===== src/rtl/bus_seq_pkg.sv =====
// Package: shared types for the bus slave timing sequencer.
// Assumes nothing beyond IEEE 1800-2017 enum support.
package bus_seq_pkg;

    // Phase of the current slave access
    typedef enum logic [1:0] {
        PH_IDLE   = 2'd0,
        PH_SETUP  = 2'd1,
        PH_STROBE = 2'd2,
        PH_HOLD   = 2'd3
    } phase_e;

endpackage


===== src/rtl/bus_seq_ctrl.sv =====
// Module: bus_seq_ctrl
// Tracks the cycle position inside a transfer. Cycle 0 is the cycle the
// request is first seen while idle (combinational start); later cycles come
// from a registered counter. Assumes the master holds its request stable
// while waitrequest is high. Write wins when both requests are present.
module bus_seq_ctrl #(
    parameter int SETUP = 2,
    parameter int WAIT  = 1,
    parameter int HOLD  = 1,
    parameter int CNT_W = 2
) (
    input  logic             clk,
    input  logic             rst_n,
    input  logic             req_rd,
    input  logic             req_wr,
    output logic             active,
    output logic             is_wr,
    output logic [CNT_W-1:0] pos,
    output logic             done
);
    localparam int LAST_RD = SETUP + WAIT;
    localparam int LAST_WR = SETUP + WAIT + HOLD;

    logic             busy_q;
    logic             wr_q;
    logic [CNT_W-1:0] cnt_q;
    logic             start;
    logic [CNT_W-1:0] last_pos;

    // Decode start, current kind, position and completion
    always_comb begin
        start    = rst_n && !busy_q && (req_rd || req_wr);
        active   = rst_n && (busy_q || start);
        is_wr    = busy_q ? wr_q : req_wr;
        pos      = busy_q ? cnt_q : '0;
        last_pos = is_wr ? CNT_W'(LAST_WR) : CNT_W'(LAST_RD);
        done     = active && (pos == last_pos);
    end

    // Advance the position counter and remember the transfer kind
    always_ff @(posedge clk) begin
        if (!rst_n) begin
            busy_q <= 1'b0;
            wr_q   <= 1'b0;
            cnt_q  <= '0;
        end else if (done) begin
            busy_q <= 1'b0;
            cnt_q  <= '0;
        end else if (active) begin
            busy_q <= 1'b1;
            wr_q   <= is_wr;
            cnt_q  <= pos + CNT_W'(1);
        end
    end

    // a completion always returns the sequencer to idle
    assert_done_idle_R11: assert property (@(posedge clk) disable iff (!rst_n)
        done |=> !busy_q);

    // the position never runs past the longest sequence
    assert_cnt_bound_R6: assert property (@(posedge clk) disable iff (!rst_n)
        busy_q |-> (int'(cnt_q) <= LAST_WR));

endmodule


===== src/rtl/bus_seq_phase.sv =====
// Module: bus_seq_phase
// Maps the cycle position to set-up, strobe or hold phase and flags the
// last strobe cycle, where read data is taken. Assumes pos is zero when idle.
module bus_seq_phase
    import bus_seq_pkg::*;
#(
    parameter int SETUP = 2,
    parameter int WAIT  = 1,
    parameter int CNT_W = 2
) (
    input  logic             clk,
    input  logic             rst_n,
    input  logic             active,
    input  logic [CNT_W-1:0] pos,
    output phase_e           phase,
    output logic             last_strobe
);
    localparam int STB_END = SETUP + WAIT;

    int p;

    // Classify the current position into a phase
    always_comb begin
        p = int'(pos);
        if (!active)
            phase = PH_IDLE;
        else if (p < SETUP)
            phase = PH_SETUP;
        else if (p <= STB_END)
            phase = PH_STROBE;
        else
            phase = PH_HOLD;
        last_strobe = active && (p == STB_END);
    end

    // a set-up cycle is followed by set-up or strobe (request is held)
    assert_setup_next_R2: assert property (@(posedge clk) disable iff (!rst_n)
        (phase == PH_SETUP) |=> (phase == PH_SETUP || phase == PH_STROBE));

endmodule


===== src/rtl/bus_seq_rcap.sv =====
// Module: bus_seq_rcap
// Registers slave read data in the capture cycle and forwards the live value
// in that same cycle, so zero-wait reads can finish in one clock.
module bus_seq_rcap #(
    parameter int DATA_W = 32
) (
    input  logic              clk,
    input  logic              rst_n,
    input  logic              cap,
    input  logic [DATA_W-1:0] s_rdata,
    output logic [DATA_W-1:0] m_rdata
);
    logic [DATA_W-1:0] rdata_q;

    // Hold the last captured read value
    always_ff @(posedge clk) begin
        if (!rst_n)
            rdata_q <= '0;
        else if (cap)
            rdata_q <= s_rdata;
    end

    // Forward live data in the capture cycle, held data otherwise
    always_comb begin
        m_rdata = cap ? s_rdata : rdata_q;
    end

endmodule


===== src/rtl/bus_seq_timer.sv =====
// Module: bus_seq_timer (top)
// Turns a master read/write request into a chipselect + active-low strobe
// sequence with SETUP, WAIT and HOLD clocks; waitrequest covers the sequence.
// Assumes a master that holds request, address, byte enables and data while
// waitrequest is high.
module bus_seq_timer
    import bus_seq_pkg::*;
#(
    parameter int ADDR_W = 16,
    parameter int DATA_W = 32,
    parameter int SETUP  = 2,
    parameter int WAIT   = 1,
    parameter int HOLD   = 1
) (
    input  logic                   clk,
    input  logic                   rst_n,
    input  logic [ADDR_W-1:0]      m_addr,
    input  logic [DATA_W/8-1:0]    m_be,
    input  logic                   m_read,
    input  logic                   m_write,
    input  logic [DATA_W-1:0]      m_wdata,
    output logic [DATA_W-1:0]      m_rdata,
    output logic                   m_waitreq,
    output logic                   s_cs,
    output logic                   s_rd_n,
    output logic                   s_wr_n,
    output logic [DATA_W/8-1:0]    s_be_n,
    output logic [ADDR_W-1:0]      s_addr,
    output logic [DATA_W-1:0]      s_wdata,
    input  logic [DATA_W-1:0]      s_rdata
);
    localparam int BE_W  = DATA_W / 8;
    localparam int CNT_W = $clog2(SETUP + WAIT + HOLD + 2);

    logic             active;
    logic             is_wr;
    logic             done;
    logic [CNT_W-1:0] pos;
    phase_e           phase;
    logic             last_strobe;
    logic             strobe;

    bus_seq_ctrl #(
        .SETUP(SETUP), .WAIT(WAIT), .HOLD(HOLD), .CNT_W(CNT_W)
    ) u_ctrl (
        .clk(clk), .rst_n(rst_n), .req_rd(m_read), .req_wr(m_write),
        .active(active), .is_wr(is_wr), .pos(pos), .done(done)
    );

    bus_seq_phase #(
        .SETUP(SETUP), .WAIT(WAIT), .CNT_W(CNT_W)
    ) u_phase (
        .clk(clk), .rst_n(rst_n), .active(active), .pos(pos),
        .phase(phase), .last_strobe(last_strobe)
    );

    bus_seq_rcap #(
        .DATA_W(DATA_W)
    ) u_rcap (
        .clk(clk), .rst_n(rst_n), .cap(last_strobe && !is_wr),
        .s_rdata(s_rdata), .m_rdata(m_rdata)
    );

    // Drive slave-side control and data from the phase and the held request
    always_comb begin
        strobe    = (phase == PH_STROBE);
        s_cs      = active;
        s_rd_n    = !(strobe && !is_wr);
        s_wr_n    = !(strobe && is_wr);
        s_addr    = active ? m_addr : '0;
        s_be_n    = active ? ~m_be : {BE_W{1'b1}};
        s_wdata   = (active && is_wr) ? m_wdata : '0;
        m_waitreq = (m_read || m_write) && !done;
    end

    // reset keeps the slave side inactive
    assert_reset_idle_R1: assert property (@(posedge clk)
        !rst_n |-> (!s_cs && s_rd_n && s_wr_n));

    // never both strobes at once
    assert_strobe_excl_R10: assert property (@(posedge clk) disable iff (!rst_n)
        !(!s_rd_n && !s_wr_n));

    // a strobe only with chipselect
    assert_strobe_cs_R2: assert property (@(posedge clk) disable iff (!rst_n)
        (!s_rd_n || !s_wr_n) |-> s_cs);

    // address steady while the master is stalled
    assert_addr_stable_R6: assert property (@(posedge clk) disable iff (!rst_n)
        (s_cs && m_waitreq) |=> $stable(s_addr));

endmodule


===== config.mk =====
export PLATFORM = sky130hd
export DESIGN_NAME = bus_seq_timer
export DESIGN_NICKNAME = d
export VERILOG_FILES = /design/src/rtl/bus_seq_pkg.sv /design/src/rtl/bus_seq_ctrl.sv /design/src/rtl/bus_seq_phase.sv /design/src/rtl/bus_seq_rcap.sv /design/src/rtl/bus_seq_timer.sv
export SDC_FILE = /design/constraint.sdc
export NUM_CORES = 1
export LEC_CHECK = 0
export BUFFER_PORTS_ARGS = -buffer_cell sky130_fd_sc_hd__buf_4
export CORE_ASPECT_RATIO = 1.75
export CORE_MARGIN = 1
export CORE_UTILIZATION = 39
export CTS_CLUSTER_SIZE = 40
export DETAILED_ROUTE_END_ITERATION = 6
export GPL_ROUTABILITY_DRIVEN = 0
export GPL_TIMING_DRIVEN = 0
export PLACE_DENSITY = 0.81
export SLEW_MARGIN = 40
export SYNTH_ARGS = -nofsm -noshare
export SYNTH_HDL_FRONTEND = slang
export SYNTH_SLANG_ARGS = --single-unit

===== constraint.sdc =====
create_clock -name clk -period 3 [get_ports clk]
set_input_delay 0.6 -clock clk [delete_from_list [all_inputs] [get_ports clk]]
set_output_delay 0.6 -clock clk [all_outputs]
set_load 0.02 [all_outputs]

==> results.cfg, run 1 <==
[sta]
hold_viol_final = 0
post-route-min-period_ns = 2.92
setup_repair_after_global_routing_missed_its_margin = no
finalWorstSetupSlack_ns = 0.0816
final_max_slew_viols = 0
clock-skew-final_ns = 0.00243
maxSlewHeadroom_pct = 62.1
hold_ws_ns = 0.474
tightest_slew_ns = 0.565
final_min_period_over_clock_period_pct = 97.3
max_clock_freq_mhz = 343
final-setup-viol-count = 0
totalNegativeSetupSlack_ns = 0

[setup_path]
critPathCaptureType = output pin
crit_arrival_ns = 2.32
crit_path_top_delay_cell = sky130_fd_sc_hd__dfxtp_4
path_depth = 10
crit_path_max_incr_delay_ns = 0.37
worst-endpoint-required_ns = 2.40
critical_path.reg2reg.endpoint = u_rcap.rdata_q[0]
rr_worst_depth = 8
critical_path.reg2reg.startpoint = u_ctrl.busy_q
r2r_slack_ns = 0.81
cp-start-kind = flop
cp_num_buf_inv = 4
crit_path_cell_trace = and2_4 > ha_4 > ha_4 > and4bb_1 > o21a_1 > buf_6 > buf_6 > buf_6 > mux2_4 > buf_6
critical_path.most_common_cell = sky130_fd_sc_hd__buf_6
critical_path_peak_fanout = 5
path_delay_family = buffers and inverters
critPathKind = flop to output pin

[logic_synthesis]
ys_warn_count = 0
synth.area.mux_share_pct = 22.2
post_synth_num_cell_types = 30
syn-mean-instance-area_um2 = 10.3
synth.largest_area_cell = sky130_fd_sc_hd__dfxtp_1
synth_edf_count = 0
post-synth-top-area-fraction_pct = 34.6
netlist_area_um2 = 2140
postSynthCellCount = 207
seq_area_frac_synth_pct = 34.6
ys_dominant_reg_cell = sky130_fd_sc_hd__dfxtp_1
yosys_register_bits = 37
async_flop_share_pct = 0
syn_nets = 297
synth_compound_area_share_pct = 16.9
synth_xor_xnor_area_share_pct = 0
synth_top_family_by_area = multiplexers
netlist_top_cells_area = sky130_fd_sc_hd__dfxtp_1, sky130_fd_sc_hd__mux2_4, sky130_fd_sc_hd__and2_1
synth_fa_ha_area_share_pct = 1.17
synth_simple_gate_area_share_pct = 19.7

[global_route]
grt_max_degree = 11
initial_antenna_violation_count = 0
globalRoute.totalOverflow = 0
grt_pass1_wl_um = 10000
grt_pass1_vias = 2270
gr-usage-all-layers_pct = 21.8

[floorplanning]
die-height_um = 100
die_width_um = 58.0
top_level_ports = 176
floorplan.core_area_um2 = 5260
site_rows = 35
floorplan.initialDensity_pct = 40.8
die-area_um2 = 5800

[clocking]
cts.sink_count = 37
clock_tree.buffer_depth = 2
ctsHtreeMaxLevel = 2
numCtsBuffers = 5
clk_transition_reported_paths_ns = 0.07
root_buffer = sky130_fd_sc_hd__clkbuf_8
cts_tree = built
cts_hold_buffers = 0
worst_skew_pair.late_latency_ns = 0.28

[route]
drtPass1Iterations = 7
route.detailed.vias_per_inst = 5.07
route.antenna.remaining_nets = 0
post_dr_wirelength_cell_um = 14.7
detailedRoute.firstIterationViolations = 85
route.vias.total = 2314
residual_drc = 9
detail_route.wirelength_um = 6700

[finish]
nets = 492
top_library_cells_by_usage_in_the_layout_fill_and_taps_aside = sky130_fd_sc_hd__buf_4, sky130_fd_sc_hd__and2_1, sky130_fd_sc_hd__dfxtp_1
postLayoutCellArea_um2 = 3800
layout_commonest_cell = sky130_fd_sc_hd__buf_4
final_layout_size_suffix_gt1_share_pct = 61.3
insertedDiodeCount = 0
area_growth_syn_to_layout_pct = 77.5

[run]
maxCapViolCount = 0

[pwr]
p_per_area_nw_per_um2 = 293
worst_ir_drop_vdd_uv = 197
cellLeakagePower_nw = 1.91

[placement]
dp_hpwl_um = 5150
io_buffers = 175
placement.setup.worst_slack_ns = 0.133
placement.cell_area_um2 = 3520

[min_path]
worst_hold_path.endpoint = u_rcap.rdata_q[18]
holdCritPathClass = flop to flop
hold_path_depth = 1
hold_startpoint = u_rcap.rdata_q[18]

[run_status]
failed_checks = design-rule violations
outcome = complete, but fails checks
worst max-delay path by stage:
stage               slack [ns]          end          start
floorplan                 0.42   m_rdata[0]  u_ctrl.busy_q
global placement          0.18  m_rdata[28]  u_ctrl.busy_q
detailed placement        0.13  m_rdata[28]  u_ctrl.busy_q
CTS                      0.004  m_rdata[16]  u_ctrl.busy_q
global route             0.001  m_rdata[31]  u_ctrl.busy_q
finish                    0.08  m_rdata[31]  u_ctrl.busy_q
registers in the layout, indices dropped and copies added (netlist names):
name	cells
u_ctrl.cnt_q	3
u_ctrl.wr_q	1
u_rcap.rdata_q	32
u_ctrl.busy_q	1
where the power goes:
group | switching [W] | total [W] | internal (W)
Sequential | 0.00000703 | 0.000504 | 0.000497
Combinational | 0.000131 | 0.000290 | 0.000160
Clock | 0.000168 | 0.000321 | 0.000153
cell type report:
cell class,instances,area (um2)
tap,55,68.8
multi-input combinational,150,1320
inverter,4,17.5
clock buffer,5,68.8
fill,415,1450
clock inverter,1,5.00
sequential,37,747
buffer,15,115
timing repair buffer,189,1460
per-layer routing:
| metal | share of wire (%) | wire length (um) | GRT usage (%) |
|---|---|---|---|
| met5 | 0 | 0 | 0 |
| met2 | 57 | 3850 | 44.8 |
| met4 | 1.3 | 90 | 6.96 |
| met1 | 34 | 2270 | 21.0 |
| met3 | 7.3 | 489 | 2.96 |
Yosys cell counts (all sizes together) (2+ instances only):
library cell	instances
and2	49
dfxtp	37
buf	11
a21oi	4
inv	4
nor3	2
nand3	2
ha	2
nor2	3
o32ai	2
nand2	8
mux2	32
nand3b	2
clkbuf	5
a22o	32
worst reg2reg max path, cell delays in order (launching register included):
cell and delay (ns):
sky130_fd_sc_hd__dfxtp_4 0.37, sky130_fd_sc_hd__and2_4 0.17, sky130_fd_sc_hd__ha_4 0.16, sky130_fd_sc_hd__ha_4 0.15
sky130_fd_sc_hd__and4bb_1 0.19, sky130_fd_sc_hd__buf_4 0.13, sky130_fd_sc_hd__nor3_1 0.47, sky130_fd_sc_hd__buf_2 0.33
sky130_fd_sc_hd__a22o_1 0.17
metrics by stage:
step / utilization (%) / cells / power [W]
final: 72.3 / 456 / 0.00112
after global routing: 72.3 / 456 / 0.00116
after global placement: 67.1 / 437 / 0.000786
after floorplan: - / 207 / 0.000627
after CTS: 71.5 / 454 / 0.00112
after detailed placement: 67.1 / 437 / 0.000792
cell families (layout without fill, tap and decap cells):
family | count (synthesis) | after routing
AND/OR/NAND/NOR | 71 | 71
buffers and inverters | 20 | 214
multiplexers | 33 | 33
AO/OA/AOI/OAI | 44 | 44
adder cells (fa/ha/maj) | 2 | 2
flip-flops | 37 | 37
timing repair:
item | in CTS | in global routing
pin swaps | 2 | 5
gates cloned | 2 | 0
resized for setup | 18 | 9
setup endpoints to repair | 28 | 22
buffers inserted | 9 | 3
(Power assumes the default switching activity.)
==> inputs of run 2 (changes only) <==
--- a/config.mk
+++ b/config.mk
@@ -13,8 +13,9 @@
 export DETAILED_ROUTE_END_ITERATION = 6
 export GPL_ROUTABILITY_DRIVEN = 0
 export GPL_TIMING_DRIVEN = 0
-export PLACE_DENSITY = 0.81
+export PLACE_DENSITY = 0.8
 export SLEW_MARGIN = 40
 export SYNTH_ARGS = -nofsm -noshare
 export SYNTH_HDL_FRONTEND = slang
+export SYNTH_HIERARCHICAL = 1
 export SYNTH_SLANG_ARGS = --single-unit
==> run 2 against run 1 <==
The flow now finishes without violations. Sequential power shrank 1%. Critical endpoint is now m_rdata[22]. Combinational power down 7.2%. Worst setup slack better by 0.067 ns. Fmax up 2.3%. Critical path depth down 1. Flip-flop and latch count unchanged.
==> results.cfg, run 2 <==
[sta]
final-setup-viol-count = 0
maxSlewHeadroom_pct = 78.6
tightest_slew_ns = 0.317
post-route-min-period_ns = 2.85
setup_repair_after_global_routing_missed_its_margin = no
hold_ws_ns = 0.497
clock-skew-final_ns = 0.0101
final_min_period_over_clock_period_pct = 95.1
final_max_slew_viols = 0
max_clock_freq_mhz = 351
hold_viol_final = 0

[floorplanning]
floorplan.initialDensity_pct = 40.9
floorplan.core_area_um2 = 5300
top_level_ports = 176
die-height_um = 101
die_width_um = 58.4
site_rows = 35
die-area_um2 = 5870

[setup_path]
crit_path_top_delay_cell = sky130_fd_sc_hd__mux2_4
crit_arrival_ns = 2.25
critical_path_peak_fanout = 13
worst-endpoint-required_ns = 2.40
critPathKind = input pin to output pin
critical_path.most_common_cell = sky130_fd_sc_hd__buf_4
critPathCaptureType = output pin
crit_path_cell_trace = buf_4 > o31ai_4 > inv_2 > and4_1 > nor2b_1 > buf_6 > buf_12 > mux2_4 > buf_4
cp-start-kind = input pin
crit_path_max_incr_delay_ns = 0.30

[route]
residual_drc = 0
detailedRoute.firstIterationViolations = 24
route.detailed.vias_per_inst = 4.72
route.vias.total = 2189
detail_route.wirelength_um = 6380
route.antenna.remaining_nets = 0
drtPass1Iterations = 4
post_dr_wirelength_cell_um = 13.7

[clocking]
root_buffer = sky130_fd_sc_hd__clkbuf_8
worst_skew_pair.late_latency_ns = 0.30
cts_hold_buffers = 0
clock_tree.buffer_depth = 2
ctsHtreeMaxLevel = 2
clk_transition_reported_paths_ns = 0.08
cts_tree = built
numCtsBuffers = 5
cts.sink_count = 37

[pwr]
cellLeakagePower_nw = 1.95
p_per_area_nw_per_um2 = 347
worst_ir_drop_vdd_uv = 248

[finish]
top_library_cells_by_usage_in_the_layout_fill_and_taps_aside = sky130_fd_sc_hd__buf_4, sky130_fd_sc_hd__and2_1, sky130_fd_sc_hd__dfxtp_1
top_register = u_rcap/rdata_q
flip_flop_count_of_the_largest_register_all_copies_and_words_added = 32
postLayoutCellArea_um2 = 3720
insertedDiodeCount = 0
nets = 478
final_layout_size_suffix_gt1_share_pct = 68.7
reg.largest.list = u_rcap/rdata_q x32, u_ctrl/cnt_q x3
layout_commonest_cell = sky130_fd_sc_hd__buf_4
area_growth_syn_to_layout_pct = 71.6

[placement]
io_buffers = 175
dp_hpwl_um = 5270
placement.cell_area_um2 = 3570

[logic_synthesis]
netlist_top_cells_area = sky130_fd_sc_hd__dfxtp_1, sky130_fd_sc_hd__mux2_4, sky130_fd_sc_hd__and2_1
netlist_area_um2 = 2170
synthMostInstantiatedCell = sky130_fd_sc_hd__and2_1
post-synth-top-area-fraction_pct = 34.2
yosys_register_bits = 37
ys_dominant_reg_cell = sky130_fd_sc_hd__dfxtp_1
synth_edf_count = 0
syn-mean-instance-area_um2 = 10.5
syn_nets = 295
synth.largest_area_cell = sky130_fd_sc_hd__dfxtp_1
postSynthCellCount = 206
async_flop_share_pct = 0
seq_area_frac_synth_pct = 34.2
ys_warn_count = 6
synthTopCellsByCount = sky130_fd_sc_hd__and2_1, sky130_fd_sc_hd__dfxtp_1, sky130_fd_sc_hd__and3_2
post_synth_num_cell_types = 34

[run]
maxCapViolCount = 0

[run_status]
outcome = completed

[global_route]
gr-usage-all-layers_pct = 21.8
globalRoute.totalOverflow = 0
grt_max_degree = 14
grt_pass1_wl_um = 9870
grt_pass1_vias = 2276
initial_antenna_violation_count = 0

[min_path]
holdCritPathClass = flop to flop
[run 2: critical path: cells and delay by family]
family / cells / cell delay [ns]
AO/OA/AOI/OAI: 1 / 0.27
buffers and inverters: 5 / 0.74
multiplexers: 1 / 0.30
AND/OR/NAND/NOR: 2 / 0.33
[run 2: per-stage QoR]
| step | std cells | setup TNS, ns | util (%) | worst slack (ns) | power, W |
|---|---|---|---|---|---|
| after floorplan | 206 | 0 | - | 0.260 | 0.000620 |
| after global placement | 455 | -2.64 | 67.5 | -0.0932 | 0.000771 |
| after detailed placement | 455 | -3.85 | 67.5 | -0.133 | 0.000777 |
| after CTS | 464 | 0 | 70.2 | 0.127 | 0.00131 |
| after global routing | 464 | 0 | 70.2 | 0.0406 | 0.00134 |
| final | 464 | 0 | 70.2 | 0.148 | 0.00129 |
[run 2: routing by layer]
metal  routed length, um  global-route usage [%]  vias up
met5                   0                       0        -
met4                 158                    9.16        0
met3                 542                    4.36       13
met2                3490                    42.8      121
met1                2190                    21.1      999
li1                    -                       -     1056
[run 2: path summary, 6_finish.rpt]
path	startpoint	slack (ns)	to	depth (start not counted)
worst max-delay path	m_read	0.15	m_rdata[22]	9
worst min-delay path	u_ctrl/cnt_q[1]	0.50	u_ctrl/cnt_q[1]	2
worst max register to register	u_ctrl/busy_q	0.99	u_rcap/rdata_q[22]	9
worst min register to register	u_ctrl/cnt_q[1]	0.50	u_ctrl/cnt_q[1]	2
[run 2: layout make-up]
cell class	count	area, um2
well taps	74	92.6
fillers	437	1580
inverters	3	11.3
clock buffers	5	68.8
plain buffers	16	134
multi-input cells	150	1280
clock inverters	3	68.8
repair buffers	176	1320
flip-flops and latches	37	741
[run 2: where the power goes]
group,switching [W],internal (W)
Combinational,0.000120,0.000149
Sequential,0.00000300,0.000494
Clock,0.000191,0.000335
[run 2: logic make-up (layout without fill, tap and decap cells)]
| group | count (synthesis) | count (layout) | share of synthesized area [%] |
|---|---|---|---|
| flip-flops | 37 | 37 | 34.2 |
| adder cells (fa/ha/maj) | 1 | 1 | 0.577 |
| multiplexers | 32 | 32 | 21.8 |
| buffers and inverters | 19 | 203 | 6.69 |
| AND/OR/NAND/NOR | 105 | 105 | 32.0 |
| XOR/XNOR | 1 | 1 | 0.404 |
| AO/OA/AOI/OAI | 11 | 11 | 4.39 |
[run 2: what timing repair did]
action,4_1_cts,5_1_grt
buffers inserted,1,0
hold endpoints to repair,0,0
resized for setup,1,0
setup endpoints to repair,32,0
==> inputs of run 3 (changes only) <==
--- a/config.mk
+++ b/config.mk
@@ -8,12 +8,11 @@
 export BUFFER_PORTS_ARGS = -buffer_cell sky130_fd_sc_hd__buf_4
 export CORE_ASPECT_RATIO = 1.75
 export CORE_MARGIN = 1
-export CORE_UTILIZATION = 39
+export CORE_UTILIZATION = 30
 export CTS_CLUSTER_SIZE = 40
 export DETAILED_ROUTE_END_ITERATION = 6
 export GPL_ROUTABILITY_DRIVEN = 0
 export GPL_TIMING_DRIVEN = 0
-export PLACE_DENSITY = 0.8
 export SLEW_MARGIN = 40
 export SYNTH_ARGS = -nofsm -noshare
 export SYNTH_HDL_FRONTEND = slang
==> run 3 against run 2 <==
Clock-buffer cell count increased by 2. Power decreased by 1.3%. Via count decreased by 0.87%. Highest routed layer unchanged. Hold slack got worse by 0.0065 ns.
==> results.cfg, run 3 (synthesized netlist as in run 2, its figures left out) <==
[run_status]
outcome = completed

[floorplanning]
die_width_um = 66.3
die-area_um2 = 7590
floorplan.initialDensity_pct = 31.4
site_rows = 40
top_level_ports = 176
die-height_um = 114
floorplan.core_area_um2 = 6910

[finish]
reg.largest.list = u_rcap/rdata_q x32, u_ctrl/cnt_q x3
flip_flop_count_of_the_largest_register_all_copies_and_words_added = 32
top_library_cells_by_usage_in_the_layout_fill_and_taps_aside = sky130_fd_sc_hd__buf_4, sky130_fd_sc_hd__and2_1, sky130_fd_sc_hd__dfxtp_1
insertedDiodeCount = 0
multi_input_area_um2 = 1280
final_util_pct = 54.1
top_register = u_rcap/rdata_q
area.sequential_um2 = 741
layout_commonest_cell = sky130_fd_sc_hd__buf_4
area_growth_syn_to_layout_pct = 72.4
filler_cell_count = 688
nets = 478
final_layout_size_suffix_gt1_share_pct = 68.4

[sta]
final_min_period_over_clock_period_pct = 95.2
hold_viol_final = 0
tightest_slew_ns = 0.362
maxSlewHeadroom_pct = 75.9
final_max_slew_viols = 0
post-route-min-period_ns = 2.86
final-setup-viol-count = 0
clock-skew-final_ns = 0.00524
max_clock_freq_mhz = 350
setup_repair_after_global_routing_missed_its_margin = no
hold_ws_ns = 0.490

[route]
met3WireLength_um = 635
maxUsedRoutingLayer = met4
route.detailed.vias_per_inst = 4.59
detail_route.wirelength_um = 6480
post_dr_wirelength_cell_um = 13.7
route.vias.total = 2170
drtPass1Iterations = 4
drt-met1-wl_um = 2300
routed-wl-met2_um = 3440
detailedRoute.firstIterationViolations = 41
route.antenna.remaining_nets = 0
residual_drc = 0

[setup_path]
critical_path_peak_fanout = 13
r2r_slack_ns = 0.99
cp-start-kind = input pin
critPathKind = input pin to output pin
worst-endpoint-required_ns = 2.40
critPathCaptureType = output pin
crit_arrival_ns = 2.26

[clocking]
worst_skew_pair.late_latency_ns = 0.28
numCtsBuffers = 5
clk_transition_reported_paths_ns = 0.06
cts_tree = built
root_buffer = sky130_fd_sc_hd__clkbuf_16
ctsHtreeMaxLevel = 2
cts.sink_count = 37
clock_tree.buffer_depth = 2

[global_route]
grt_pass1_wl_um = 9660
globalRoute.totalOverflow = 0
initial_antenna_violation_count = 0
gr-usage-all-layers_pct = 16.8
grt_pass1_vias = 2142
grt_max_degree = 14

[pwr]
p_int_w = 0.000970
p_switching_w = 0.000306
netSwitchingFraction_pct = 24.0
power.share.sequential_pct = 39.0
cellLeakagePower_nw = 1.95
power_frac_clock_pct = 39.9
p_per_area_nw_per_um2 = 341
combinationalPowerShare_pct = 21.0
worst_ir_drop_vdd_uv = 217

[run]
maxCapViolCount = 0

[placement]
io_buffers = 175
dp_hpwl_um = 5370

[min_path]
holdCritPathClass = flop to flop
run 3: cell types whose count changed in the layout (fill, tap and decap cells not counted):
| cell | before | now |
|---|---|---|
| sky130_fd_sc_hd__clkbuf_1 | 3 | 4 |
| sky130_fd_sc_hd__clkbuf_8 | 5 | 1 |
| sky130_fd_sc_hd__clkbuf_16 | 0 | 5 |
| sky130_fd_sc_hd__inv_6 | 1 | 0 |
| sky130_fd_sc_hd__bufinv_16 | 2 | 0 |
run 3: path summary, 6_finish.rpt:
path                                 startpoint                 end  cells after the start
worst min register to register  u_ctrl/cnt_q[1]     u_ctrl/cnt_q[1]                      2
worst min-delay path            u_ctrl/cnt_q[1]     u_ctrl/cnt_q[1]                      2
worst max register to register    u_ctrl/busy_q  u_rcap/rdata_q[21]                      9
worst max-delay path                     m_read          m_rdata[9]                      9
run 3: stage by stage:
step,area (um2),cells,power (W),setup TNS (ns),setup WS [ns]
detailed placement,3590,465,0.000778,-3.81,-0.134
global placement,3590,465,0.000774,-3.41,-0.118
floorplan,2170,206,0.000620,0,0.260
CTS,3740,473,0.00130,0,0.121
global route,3740,473,0.00133,0,0.0623
finish,3740,473,0.00128,0,0.143
run 3: critical path: stages:
cell and delay (ns):
sky130_fd_sc_hd__buf_4 0.13, sky130_fd_sc_hd__o31ai_4 0.27, sky130_fd_sc_hd__inv_2 0.15, sky130_fd_sc_hd__and4_1 0.21, sky130_fd_sc_hd__nor2b_1 0.13, sky130_fd_sc_hd__buf_6 0.15
sky130_fd_sc_hd__buf_12 0.15, sky130_fd_sc_hd__mux2_4 0.31, sky130_fd_sc_hd__buf_4 0.16
run 3: timing repair:
| action | 4_1_cts | 5_1_grt |
|---|---|---|
| endpoints found under the setup margin | 31 | 0 |
| hold buffers | 0 | 0 |
| buffers inserted | 1 | 0 |
| resized for setup | 1 | 0 |
run 3: layer usage:
| metal | GRT usage, % | vias to the layer above |
|---|---|---|
| met5 | 0 | - |
| met2 | 31.6 | 125 |
| met1 | 16.3 | 985 |
| met4 | 5.96 | 0 |
| li1 | - | 1055 |
| met3 | 5.68 | 5 |
run 3: power groups by stage:
stage	clock (W)	combinational (W)	sequential (W)
floorplan	0	0.000112	0.000508
CTS	0.000529	0.000272	0.000498
finish	0.000509	0.000268	0.000498
global route	0.000542	0.000287	0.000498
detailed placement	0	0.000270	0.000508
global placement	0	0.000266	0.000508
run 3: cell type report:
type	count	area share [%]
Buffer	16	3.58
Clock buffer	7	3.82
Inverter	3	0.301
Multi-Input combinational cell	150	34.3
Sequential cell	37	19.8
Tap cell	84	2.81
Timing Repair Buffer	176	35.4
